<file path="src/rtl/burst_pkg.sv">
// Package burst_pkg
// Holds the ordering type that the burst address sequencer shares with its submodules.
// Assumes: the burst length is a power of two.
package burst_pkg;

    typedef enum logic {
        ORD_LINEAR     = 1'b0,
        ORD_INTERLEAVE = 1'b1
    } order_e;

endpackage

</file>
<file path="src/rtl/burst_start_reg.sv">
// Module burst_start_reg
// Captures the start address and the ordering mode when a burst is loaded.
// Assumes: start_i is synchronous to clk. The values are held until the next load.
module burst_start_reg
    import burst_pkg::*;
#(
    parameter int ADDR_W = 2
) (
    input  logic              clk,
    input  logic              rst_n,
    input  logic              start_i,
    input  logic [ADDR_W-1:0] seed_i,
    input  logic              mode_i,
    output logic [ADDR_W-1:0] base_o,
    output order_e            order_o
);

    // Capture the seed and the ordering at load. Clear both on reset.
    always_ff @(posedge clk) begin
        if (!rst_n) begin
            base_o  <= '0;
            order_o <= ORD_LINEAR;
        end else if (start_i) begin
            base_o  <= seed_i;
            order_o <= order_e'(mode_i);
        end
    end

endmodule

</file>
<file path="src/rtl/burst_beat_ctr.sv">
// Module burst_beat_ctr
// Wrapping beat index. A load clears it, and an active-low advance steps it.
// Assumes: the load has priority over the advance.
module burst_beat_ctr #(
    parameter int ADDR_W = 2
) (
    input  logic              clk,
    input  logic              rst_n,
    input  logic              start_i,
    input  logic              adv_n,
    output logic [ADDR_W-1:0] beat_o
);

    localparam logic [ADDR_W-1:0] STEP = ADDR_W'(1);

    // Clear on reset or load. Otherwise step on advance, wrapping at the burst length.
    always_ff @(posedge clk) begin
        if (!rst_n) begin
            beat_o <= '0;
        end else if (start_i) begin
            beat_o <= '0;
        end else if (!adv_n) begin
            beat_o <= beat_o + STEP;
        end
    end

endmodule

</file>
<file path="src/rtl/burst_order_map.sv">
// Module burst_order_map
// Combinational map from (base, beat, ordering) to the burst address.
// Assumes: both inputs come straight from registers, so the output is glitch-tolerant.
module burst_order_map
    import burst_pkg::*;
#(
    parameter int ADDR_W = 2
) (
    input  logic [ADDR_W-1:0] base_i,
    input  logic [ADDR_W-1:0] beat_i,
    input  order_e            order_i,
    output logic [ADDR_W-1:0] addr_o
);

    logic [ADDR_W-1:0] inter_addr;
    logic [ADDR_W-1:0] lin_addr;
    logic [ADDR_W:0]   carry;

    assign carry[0] = 1'b0;

    // One slice per address bit: an XOR for interleaving and a full-adder for linear.
    for (genvar b = 0; b < ADDR_W; b++) begin : g_bit
        assign inter_addr[b] = base_i[b] ^ beat_i[b];
        assign lin_addr[b]   = base_i[b] ^ beat_i[b] ^ carry[b];
        assign carry[b+1]    = (base_i[b] & beat_i[b]) | (carry[b] & (base_i[b] ^ beat_i[b]));
    end

    // Select the ordering that was captured at load.
    always_comb begin
        addr_o = (order_i == ORD_INTERLEAVE) ? inter_addr : lin_addr;
    end

endmodule

</file>
<file path="src/rtl/burst_addr_gen.sv">
// Module burst_addr_gen
// Top of the burst address sequencer. It loads a start address and steps
// through a 2**ADDR_W beat burst in linear or interleaved order.
// Assumes: a synchronous active-low reset. All inputs are synchronous to clk.
module burst_addr_gen
    import burst_pkg::*;
#(
    parameter int ADDR_W = 2
) (
    input  logic              clk,
    input  logic              rst_n,
    input  logic              start_i,
    input  logic [ADDR_W-1:0] seed_i,
    input  logic              adv_n,
    input  logic              mode_i,
    output logic [ADDR_W-1:0] baddr_o,
    output logic [ADDR_W-1:0] beat_o
);

    logic [ADDR_W-1:0] base;
    order_e            order;

    burst_start_reg #(.ADDR_W(ADDR_W)) u_start (
        .clk     (clk),
        .rst_n   (rst_n),
        .start_i (start_i),
        .seed_i  (seed_i),
        .mode_i  (mode_i),
        .base_o  (base),
        .order_o (order)
    );

    burst_beat_ctr #(.ADDR_W(ADDR_W)) u_beat (
        .clk     (clk),
        .rst_n   (rst_n),
        .start_i (start_i),
        .adv_n   (adv_n),
        .beat_o  (beat_o)
    );

    burst_order_map #(.ADDR_W(ADDR_W)) u_map (
        .base_i  (base),
        .beat_i  (beat_o),
        .order_i (order),
        .addr_o  (baddr_o)
    );

endmodule

</file>
<file path="config.mk">
export PLATFORM = sky130hd
export DESIGN_NAME = burst_addr_gen
export DESIGN_NICKNAME = d
export VERILOG_FILES = /design/src/rtl/burst_pkg.sv /design/src/rtl/burst_start_reg.sv /design/src/rtl/burst_beat_ctr.sv /design/src/rtl/burst_order_map.sv /design/src/rtl/burst_addr_gen.sv
export SDC_FILE = /design/constraint.sdc
export NUM_CORES = 1
export LEC_CHECK = 0
export CAP_MARGIN = 20
export CORE_AREA = 4 4 41 43
export CTS_BUF_LIST = sky130_fd_sc_hd__clkbuf_4
export DETAILED_ROUTE_END_ITERATION = 7
export DIE_AREA = 0 0 45 47
export DONT_BUFFER_PORTS = 1
export PLACE_DENSITY_LB_ADDON = 0.12
export SYNTH_ARGS = -nofsm -noshare
export SYNTH_HDL_FRONTEND = slang
export SYNTH_HIERARCHICAL = 1
export SYNTH_SLANG_ARGS = --single-unit
</file>
<file path="constraint.sdc">
create_clock -name clk -period 1.4 [get_ports clk]
set_clock_uncertainty 0.2 [all_clocks]
set_input_delay 0.21 -clock clk [delete_from_list [all_inputs] [get_ports clk]]
set_output_delay 0.21 -clock clk [all_outputs]
set_load 0.005 [all_outputs]
</file>
==> results.sh <==
export IMPL_status="complete, no violations"
export IMPL_port_buffers=0
export IMPL_drc=0
export IMPL_ys_seq_area_share_pct=43.2
export IMPL_initial_core_util_pct=17.8
export IMPL_hold_class="flop to flop"
export IMPL_area_growth_pct=70.3
export IMPL_wl_um=481
export IMPL_ys_types=10
export IMPL_setup_slack_ns=0.0136
export IMPL_ant_nets=0
export IMPL_rsz0062_at_grt="true"
export IMPL_relSlewSlack_pct=85.7
export IMPL_die_h_um=47
export IMPL_grt_max_degree=5
export IMPL_synth_compound_area_share_pct=0
export IMPL_synth_fa_ha_area_share_pct=5.41
export IMPL_drive_gt1_share_pct=45.5
export IMPL_synthMuxAreaShare_pct=13.0
export IMPL_synth_nets=29
export IMPL_power_leakage_nw=0.156
export IMPL_drv_cap=0
export IMPL_cts_buffers_inserted=3
export IMPL_design_area_um2=394
export IMPL_crit_reg2reg_launch="u_beat/beat_o[0]"
export IMPL_drtPass1Iterations=1
export IMPL_n_antenna_cell=0
export IMPL_layout_common_cells="dlygate4sd3_1 (6), clkbuf_4 (4), dfxtp_2 (3), mux2i_1 (3), nor2b_1 (3)"
export IMPL_dpl_cell_area_um2=258
export IMPL_grt_pass1_wl_um=807
export IMPL_grt_pass1_vias=199
export IMPL_hold_viol_final=0
export IMPL_required_ns=0.99
export IMPL_grt_overflow=0
export IMPL_max_freq_mhz=721
export IMPL_fin_crit_sh_pct=99.0
export IMPL_synth_top_family_by_area="simple AND/OR/NAND/NOR gates"
export IMPL_critPathLaunchType="flop"
export IMPL_slew_violations=0
export IMPL_post_route_min_period_ns=1.39
export IMPL_setup_violations=0
export IMPL_syn_inst=21
export IMPL_final_common_cell="dlygate4sd3_1"
export IMPL_cts_tree="yes"
export IMPL_synth_xor_area_share_pct=11.4
export IMPL_fin_util_pct=30.3
export IMPL_worstMarginPinSlew_ns=0.214
export IMPL_vias=179
export IMPL_place_gp_congestion=0.619
export IMPL_routedWlPerCell_um=10.0
export IMPL_syn_area_um2=231
export IMPL_vias_per_cell=3.73
export IMPL_tns_ns=0
export IMPL_ys_warn_count=6
export IMPL_crit_type="flop to primary output"
export IMPL_yosys_area_share_simple_pct=27.0
export IMPL_clk_pin_slew_ns=0.05
export IMPL_h_tree_depth=1
export IMPL_core_um2=1300
export IMPL_postSynthAreaPerCell_um2=11.0
export IMPL_grt_antenna_before_repair=0
export IMPL_dieArea_um2=2120
export IMPL_synth_seq_cells=5
export IMPL_vdd_drop_max_mv=0.471
export IMPL_cts_sinks=5
export IMPL_root_buffer="clkbuf_4"
export IMPL_power_w=0.000402
export IMPL_grt_usage_pct=6.24
export IMPL_die_x_um=45
export IMPL_critPathMaxFanout=2
export IMPL_n_fill_cell=151
export IMPL_cp_arrival_ns=0.98
export IMPL_fin_nets=42
export IMPL_powerDensity_nw_per_um2=1020
export IMPL_first_iter_violations=0
export IMPL_clk_latency_ns=0.24
export IMPL_pin_count=11
export IMPL_startpoint="u_start/base_o[0]"
export IMPL_std_cell_rows=13
export IMPL_place_ws_ns=0.176
export IMPL_critPathCaptureType="primary output"
export IMPL_hp_start="u_start/base_o[0]"
export IMPL_clock_path_buffers=2
==> worst max-delay path, cell delays in order (launching register included) <==
cell,delay [ns]
dfxtp_2,0.34
ha_4,0.13
nor2b_4,0.15
xnor2_2,0.12
==> routing by layer <==
| metal | GRT usage (%) | wire, um |
|---|---|---|
| met2 | 8.47 | 216 |
| met4 | 8.77 | 10 |
| met5 | 0 | 0 |
| met3 | 3.83 | 42 |
| met1 | 5.45 | 212 |
==> report_power, final <==
group	internal (W)	total, W	switching (W)
clock network	0.000127	0.000192	0.0000647
registers	0.000151	0.000157	0.00000689
logic	0.0000351	0.0000525	0.0000174
total	0.000313	0.000402	0.0000890
==> what timing repair did <==
action                     CTS  global route
setup endpoints to repair    1             1
hold endpoints to repair     5             0
pin swaps                    1             1
hold buffers                 6             0
resized for setup            7             2
setup buffers                1             0
==> state kept, by name (all words and copies together) (netlist names) <==
name             cells
u_start/base_o       2
u_start/order_o      1
u_beat/beat_o        2
==> cell type report <==
type | count | area [um^2] | share of cell area, %
Tap cell | 15 | 18.8 | 4.76
Sequential cell | 5 | 104 | 26.3
Timing Repair Buffer | 8 | 75.1 | 19.0
Clock buffer | 4 | 30.0 | 7.62
Multi-Input combinational cell | 16 | 166 | 42.2
==> logic make-up after synthesis <==
family        after synthesis
flops                       5
mux                         3
fa+ha+maj                   1
xor+xnor                    3
simple gates                9
==> cells in the mapped netlist, drive strengths merged <==
cell type  number  share of area, %
mux2i           3                13
ha              1               5.4
nor2            1               1.6
nand2b          1               2.7
and2b           1               3.8
xnor2           3                11
dfxtp           5                43
nor3            1               2.2
nor2b           5                17
==> through the flow <==
step                hold WS, ns  std cells
detailed placement        0.148         37
floorplan                 0.138         21
global placement          0.146         37
CTS                       0.315         48
finish                    0.340         48
global route              0.368         48
==> worst paths after layout <==
kind                            end  slack, ns  depth (start not counted)
setup / recovery         baddr_o[1]       0.01                          3
hold reg to reg   u_start/base_o[0]       0.34                          2
hold / removal    u_start/base_o[0]       0.34                          2
setup reg to reg   u_beat/beat_o[1]       0.21                          5
No activity file was read; power rests on OpenSTA's default activity.
